===== src/rtl/orst_pkg.sv =====
// Shared field layout and encodings for the parallel OR-and-store unit.
// Assumes the opcode has been stripped upstream; only operand bits arrive.
package orst_pkg;
    localparam int NUM_GPR  = 8;
    localparam int NUM_PTR  = 8;
    localparam int RIDX_W   = $clog2(NUM_GPR);
    localparam int PIDX_W   = $clog2(NUM_PTR);
    localparam int SEL_W    = 5;
    localparam int SEL_PTR0 = NUM_GPR;
    localparam int SEL_X0   = NUM_GPR + NUM_PTR;
    localparam int SEL_X1   = SEL_X0 + 1;
    localparam int MODE_BIT = 5;

    typedef enum logic [1:0] {
        DISP_ZERO = 2'b00,
        DISP_ONE  = 2'b01,
        DISP_X0   = 2'b10,
        DISP_X1   = 2'b11
    } disp_sel_e;

    typedef struct packed {
        logic [PIDX_W-1:0] ptr;
        disp_sel_e         disp;
    } ind_t;

    typedef struct packed {
        logic [RIDX_W-1:0] src1;
        logic [RIDX_W-1:0] dst1;
        logic [RIDX_W-1:0] src3;
        ind_t              rd_ind;
        ind_t              wr_ind;
        logic              reg_mode;
        logic [SEL_W-1:0]  src2_sel;
    } opw_t;

    localparam int OPW_W = $bits(opw_t);
endpackage


===== src/rtl/orst_regfile.sv =====
// Register state: general registers, address pointers and index registers.
// Assumes all reads are combinational from flops, so every read returns
// the value from the start of the cycle. A commit has priority over a load;
// a load presented during a commit cycle is dropped.
module orst_regfile
    import orst_pkg::*;
#(
    parameter int DATA_W = 32
) (
    input  logic              clk,
    input  logic              rst_n,
    input  logic              cm_en,
    input  logic [RIDX_W-1:0] cm_idx,
    input  logic [DATA_W-1:0] cm_data,
    input  logic              ld_en,
    input  logic [SEL_W-1:0]  ld_sel,
    input  logic [DATA_W-1:0] ld_data,
    input  logic [RIDX_W-1:0] ra_idx,
    input  logic [RIDX_W-1:0] rb_idx,
    input  logic [SEL_W-1:0]  rc_sel,
    input  logic [PIDX_W-1:0] pa_idx,
    input  logic [PIDX_W-1:0] pb_idx,
    output logic [DATA_W-1:0] ra_data,
    output logic [DATA_W-1:0] rb_data,
    output logic [DATA_W-1:0] rc_data,
    output logic [DATA_W-1:0] pa_data,
    output logic [DATA_W-1:0] pb_data,
    output logic [DATA_W-1:0] x0_data,
    output logic [DATA_W-1:0] x1_data
);
    logic [DATA_W-1:0] gpr [NUM_GPR];
    logic [DATA_W-1:0] ptr [NUM_PTR];
    logic [DATA_W-1:0] x0_q, x1_q;

    // Register update: reset, then commit, else a load from elsewhere.
    always_ff @(posedge clk) begin
        if (!rst_n) begin
            for (int i = 0; i < NUM_GPR; i++) gpr[i] <= '0;
            for (int i = 0; i < NUM_PTR; i++) ptr[i] <= '0;
            x0_q <= '0;
            x1_q <= '0;
        end else if (cm_en) begin
            gpr[cm_idx] <= cm_data;
        end else if (ld_en) begin
            if (int'(ld_sel) < SEL_PTR0)
                gpr[ld_sel[RIDX_W-1:0]] <= ld_data;
            else if (int'(ld_sel) < SEL_X0)
                ptr[ld_sel[PIDX_W-1:0]] <= ld_data;
            else if (int'(ld_sel) == SEL_X0)
                x0_q <= ld_data;
            else if (int'(ld_sel) == SEL_X1)
                x1_q <= ld_data;
        end
    end

    // Fixed-index read ports.
    always_comb begin
        ra_data = gpr[ra_idx];
        rb_data = gpr[rb_idx];
        pa_data = ptr[pa_idx];
        pb_data = ptr[pb_idx];
        x0_data = x0_q;
        x1_data = x1_q;
    end

    // Any-register read port over the full select space.
    always_comb begin
        if (int'(rc_sel) < SEL_PTR0)
            rc_data = gpr[rc_sel[RIDX_W-1:0]];
        else if (int'(rc_sel) < SEL_X0)
            rc_data = ptr[rc_sel[PIDX_W-1:0]];
        else if (int'(rc_sel) == SEL_X0)
            rc_data = x0_q;
        else if (int'(rc_sel) == SEL_X1)
            rc_data = x1_q;
        else
            rc_data = '0;
    end
endmodule


===== src/rtl/orst_agu.sv =====
// Indirect address generator: pointer plus a selected displacement.
// Assumes the memory ignores address bits above ADDR_W (wraps modulo).
module orst_agu
    import orst_pkg::*;
#(
    parameter int DATA_W = 32,
    parameter int ADDR_W = 10
) (
    input  logic [DATA_W-1:0] base,
    input  logic [DATA_W-1:0] x0,
    input  logic [DATA_W-1:0] x1,
    input  disp_sel_e         sel,
    output logic [ADDR_W-1:0] addr
);
    logic [DATA_W-1:0] disp;
    logic [DATA_W-1:0] sum;

    // Displacement select and full-width add.
    always_comb begin
        unique case (sel)
            DISP_ZERO: disp = '0;
            DISP_ONE:  disp = DATA_W'(1);
            DISP_X0:   disp = x0;
            default:   disp = x1;
        endcase
        sum  = base + disp;
        addr = sum[ADDR_W-1:0];
    end
endmodule


===== src/rtl/orst_or_unit.sv =====
// Bitwise OR with zero/negative status held in flops.
// Assumes flags change only on a committing cycle.
module orst_or_unit #(
    parameter int DATA_W = 32
) (
    input  logic              clk,
    input  logic              rst_n,
    input  logic              en,
    input  logic [DATA_W-1:0] a,
    input  logic [DATA_W-1:0] b,
    output logic [DATA_W-1:0] res,
    output logic              flag_z,
    output logic              flag_n
);
    // Combinational result.
    always_comb res = a | b;

    // Status capture on commit.
    always_ff @(posedge clk) begin
        if (!rst_n) begin
            flag_z <= 1'b0;
            flag_n <= 1'b0;
        end else if (en) begin
            flag_z <= (res == '0);
            flag_n <= res[DATA_W-1];
        end
    end
endmodule


===== src/rtl/orst_par_exec.sv =====
// Single-cycle execute of a parallel OR and integer store.
// Assumes a memory whose read data returns in the same cycle as the
// address and whose write commits at the clock edge; with all operands
// read from flops at cycle start, each side sees pre-commit state.
module orst_par_exec
    import orst_pkg::*;
#(
    parameter int DATA_W = 32,
    parameter int ADDR_W = 10
) (
    input  logic              clk,
    input  logic              rst_n,
    input  logic              issue,
    input  logic [OPW_W-1:0]  instr,
    input  logic              ld_en,
    input  logic [SEL_W-1:0]  ld_sel,
    input  logic [DATA_W-1:0] ld_data,
    output logic              mem_re,
    output logic [ADDR_W-1:0] mem_raddr,
    input  logic [DATA_W-1:0] mem_rdata,
    output logic              mem_we,
    output logic [ADDR_W-1:0] mem_waddr,
    output logic [DATA_W-1:0] mem_wdata,
    output logic              wb_valid,
    output logic [RIDX_W-1:0] wb_idx,
    output logic [DATA_W-1:0] wb_data,
    output logic              flag_z,
    output logic              flag_n
);
    localparam int NUM_PORTS = 2;

    opw_t              ow;
    logic [DATA_W-1:0] s1_val, s3_val, s2_reg, s2_val, or_res;
    logic [DATA_W-1:0] pa_val, pb_val, x0_val, x1_val;
    logic [DATA_W-1:0] agu_base [NUM_PORTS];
    ind_t              agu_ind  [NUM_PORTS];
    logic [ADDR_W-1:0] agu_addr [NUM_PORTS];

    // Field view of the operand word.
    always_comb ow = opw_t'(instr);

    orst_regfile #(.DATA_W(DATA_W)) u_rf (
        .clk     (clk),
        .rst_n   (rst_n),
        .cm_en   (issue),
        .cm_idx  (ow.dst1),
        .cm_data (or_res),
        .ld_en   (ld_en),
        .ld_sel  (ld_sel),
        .ld_data (ld_data),
        .ra_idx  (ow.src1),
        .rb_idx  (ow.src3),
        .rc_sel  (ow.src2_sel),
        .pa_idx  (ow.rd_ind.ptr),
        .pb_idx  (ow.wr_ind.ptr),
        .ra_data (s1_val),
        .rb_data (s3_val),
        .rc_data (s2_reg),
        .pa_data (pa_val),
        .pb_data (pb_val),
        .x0_data (x0_val),
        .x1_data (x1_val)
    );

    // Per-port operand routing for the address generators.
    always_comb begin
        agu_base[0] = pa_val;
        agu_base[1] = pb_val;
        agu_ind[0]  = ow.rd_ind;
        agu_ind[1]  = ow.wr_ind;
    end

    generate
        for (genvar g = 0; g < NUM_PORTS; g++) begin : g_agu
            orst_agu #(.DATA_W(DATA_W), .ADDR_W(ADDR_W)) u_agu (
                .base (agu_base[g]),
                .x0   (x0_val),
                .x1   (x1_val),
                .sel  (agu_ind[g].disp),
                .addr (agu_addr[g])
            );
        end
    endgenerate

    // Second OR operand: memory word or any CPU register.
    always_comb s2_val = ow.reg_mode ? s2_reg : mem_rdata;

    orst_or_unit #(.DATA_W(DATA_W)) u_or (
        .clk    (clk),
        .rst_n  (rst_n),
        .en     (issue),
        .a      (s1_val),
        .b      (s2_val),
        .res    (or_res),
        .flag_z (flag_z),
        .flag_n (flag_n)
    );

    // Memory and write-back outputs for the execute cycle.
    always_comb begin
        mem_re    = issue && !ow.reg_mode;
        mem_raddr = agu_addr[0];
        mem_we    = issue;
        mem_waddr = agu_addr[1];
        mem_wdata = s3_val;
        wb_valid  = issue;
        wb_idx    = ow.dst1;
        wb_data   = or_res;
    end
endmodule


===== config.mk =====
export PLATFORM = sky130hd
export DESIGN_NAME = orst_par_exec
export DESIGN_NICKNAME = d
export VERILOG_FILES = /design/src/rtl/orst_pkg.sv /design/src/rtl/orst_regfile.sv /design/src/rtl/orst_agu.sv /design/src/rtl/orst_or_unit.sv /design/src/rtl/orst_par_exec.sv
export SDC_FILE = /design/constraint.sdc
export NUM_CORES = 1
export LEC_CHECK = 0
export ABC_AREA = 0
export CAP_MARGIN = 20
export CORE_MARGIN = 2
export CORE_UTILIZATION = 40
export CTS_CLUSTER_SIZE = 20
export DETAILED_ROUTE_END_ITERATION = 8
export GPL_ROUTABILITY_DRIVEN = 0
export SLEW_MARGIN = 20
export SYNTH_ARGS = -nofsm -noshare
export SYNTH_HDL_FRONTEND = slang
export SYNTH_SLANG_ARGS = --single-unit

===== constraint.sdc =====
create_clock -name clk -period 9.9 [get_ports clk]
set_input_delay 0.99 -clock clk [delete_from_list [all_inputs] [get_ports clk]]
set_output_delay 0.99 -clock clk [all_outputs]
set_load 0.01 [all_outputs]

==> reports/metrics.cfg <==
[run_status]
status=complete, no violations

[worst_setup_path]
critPathMaxFanout=20
rrSetupSlack_ns=5.99
crit_path_top_delay_cell=clkdlybuf4s50_1
ff2ff_path_depth=8
start_kind=input pin
critPathArrivalTime_ns=5.11
worst_path_most_repeated_cell=a21oi_1
critPathMaxStageDelay_ns=0.56
critPathCaptureType=primary output
critPathRequiredTime_ns=8.91
reg2reg_to=u_or.flag_z
critPathKind=in2out
reg2reg_from=u_rf.ptr[7][0]
path_cells=clkdlybuf4s50_1 -> buf_4 -> mux4_2 -> mux2_2 -> ha_1 -> fa_1 -> a21o_1 -> a21oi_1 -> o21bai_1 -> a21oi_1 -> o21bai_1 -> a21oi_1 -> xnor2_1 -> clkdlybuf4s50_1

[sta]
setup_tns_ns=0
relSlewSlack_pct=21.6
finalHoldViolCount=0
fin_skew_ns=0.0173
worst_pin_slew_ns=1.18
fmax_ghz=0.164
final-max-slew-violation-count=0
period_share_pct=61.6
layout_min_cycle_time_ns=6.10
grt_setup_unrepaired=false
setup_viol=0

[die]
die_h_um=288
fp-row-count=104
dieArea_um2=82700
core-area_um2=80000
die-width_um=288
ios=190
initial_core_util_pct=40.2

[synthesis]
synth_nets=2538
synth_compound_area_share_pct=5.92
ys_warn_count=0
syn_avg_cell_area_um2=13.3
ys_types=61
synth_fa_ha_area_share_pct=0.824
syn_area_um2=32200
synthMuxAreaShare_pct=25.4
synth_seq_cells=578
synth_enable_flop_cells=512
synthCells=2420
synthXorXnorAreaFrac_pct=0.490
synth_seq_area_share_pct=51.9
synth_ff_type=edfxtp_1
synthArstFlopShare_pct=0
synthSimpleGateAreaFrac_pct=12.3
synth_top_family_by_area=multiplexers

[power]
pwr_density_cell_nw_per_um2=165
power.leakage_nw=13.0
comb_power_share_pct=15.2
ir_drop_mv=0.120
power.share.sequential_pct=46.2
clkPwrFrac_pct=38.6
sw_frac_of_total_pct=26.0
internal_power_mw=4.53
switchingPower_mw=1.59

[worst_hold_path]
hold_end=u_rf.x1_data[13]
hp-start=u_rf.x1_data[13]
min_path_type=reg2reg
min_path_cells=2

[clocking]
cts_setup_buffers=0
cts_resized=0
cts_buffers=66
root_buffer=clkbuf_16
hold_buffers=0
path_clk_slew_ns=0.05
clock_path_buffers=3
clock_latency_ns=0.61
numClockSinks=578
cts_tree=yes
htree_levels=3

[global_routing]
grtUsageTotal_pct=26.6
grt_pass1_wl_um=158000
antenna_found_initial=8
overflow=0
grt_max_degree=87
grt_pass1_vias=22700

[placement]
io_buffers=189
place.detailed.hpwl_um=69200
placed_area_um2=35000

[drt]
wire_per_inst_um=30.4
post_drt_via_cell_ratio=6.19
drt-total-wl_um=110000
drtPass1Iterations=6
ant_nets=0
drc=0
dr_total_vias=22400
drtIter0Drc=2711

[finish]
fin_nets=2625
syn_to_final_growth_pct=15.1
drive_above_1_share_pct=20.3
fillers=7053
design_area_um2=37000

[run]
maxCapViolCount=0

per-stage QoR:
stage | utilization [%] | setup slack, ns | hold WS, ns | power (mW) | cells
after detailed placement | 43.7 | 3.81 | 0.459 | 3.80 | 3499
final | 46.3 | 3.80 | 0.465 | 6.12 | 3623
after CTS | 46.3 | 3.78 | 0.467 | 6.14 | 3618
after global routing | 46.3 | 3.54 | 0.481 | 6.29 | 3618
after global placement | 43.7 | 3.80 | 0.451 | 3.78 | 3499
after floorplan | - | 4.30 | 0.440 | 3.39 | 2420
state kept, by name, summed over array words and instances (netlist names):
signal	flops
u_or.flag_n	1
u_or.flag_z	1
u_rf.gpr	256
u_rf.ptr	256
u_rf.x0_data	32
u_rf.x1_data	32
logic make-up after synthesis:
logic type,Yosys count
buf+inv,236
simple gates,821
flops,578
compound gates,268
xor+xnor,18
fa+ha+maj,20
mux,479
synthesized netlist by cell type (12+ instances only):
cell / count / area [um2]
nor2b_1: 28 / 175
a21boi_0: 64 / 480
o21ai_0: 33 / 165
mux2_2: 57 / 642
buf_2: 26 / 130
ha_1: 18 / 225
a22oi_1: 54 / 405
nand2_1: 178 / 668
mux2i_1: 157 / 1570
xnor2_1: 12 / 105
clkbuf_1: 152 / 571
dfxtp_1: 66 / 1320
buf_1: 29 / 109
a21oi_1: 32 / 160
nor2_1: 296 / 1110
and2_1: 258 / 1610
edfxtp_1: 512 / 15400
mux4_2: 264 / 5950
power groups by stage:
stage	logic, mW	clock network, mW	registers, mW
after floorplan	0.533	0	2.86
after global placement	0.916	0	2.86
after detailed placement	0.921	0	2.88
after CTS	0.925	2.39	2.83
after global routing	0.971	2.48	2.84
final	0.928	2.36	2.83
how the worst max path moves through the flow:
stage	endpoint	cells after the start	slack, ns	from
after floorplan	mem_waddr[8]	13	4.30	instr[8]
after global placement	mem_waddr[8]	14	3.80	instr[8]
after detailed placement	mem_waddr[8]	14	3.81	instr[8]
after CTS	mem_waddr[8]	14	3.78	instr[8]
after global routing	mem_waddr[8]	14	3.54	instr[8]
final	mem_waddr[8]	14	3.80	instr[8]
cell usage in the layout (no fill, tap or decap), drive strengths merged, types with 8 or more instances in the layout:
cell type,count
clkdlybuf4s50,178
o211ai,9
dfxtp,66
ha,18
o2111ai,11
mux2i,157
mux2,58
a21oi,32
a221oi,11
clkbuf,96
xnor2,12
nor2b,28
nand2b,10
or2,8
a31oi,9
edfxtp,512
a21boi,64
a22oi,54
and2,258
nand3,11
clkinv,21
nand2,178
mux4,264
o21ai,41
inv,14
buf,64
nor2,296
layer usage:
layer / routed length [um] / share of wire, % / track usage [%] / up-vias
met5: 36 / 0.033 / 0 / -
met4: 3950 / 3.6 / 9.32 / 6
met3: 12400 / 11 / 6.66 / 238
met2: 51300 / 47 / 42.2 / 1424
met1: 42500 / 39 / 35.6 / 11400
li1: - / - / - / 9346
cell type report:
cell class	instances	area, um2	share of cell area (%)
repair buffers	243	2280	6.15
flip-flops and latches	578	16700	45.1
diodes	5	12.5	0.0338
well taps	1060	1330	3.58
multi-input cells	1606	14600	39.5
inverters	12	45.0	0.122
clock buffers	95	1940	5.23
clock inverters	24	128	0.344
worst max-delay path: cells and delay by family:
| family | cells | cell delay [ns] |
|---|---|---|
| buffers and inverters | 3 | 1.39 |
| XOR/XNOR | 1 | 0.14 |
| multiplexers | 2 | 0.83 |
| adder cells (fa/ha/maj) | 2 | 0.69 |
| AO/OA/AOI/OAI | 6 | 1.05 |
Power figures use the tool's default switching activity.
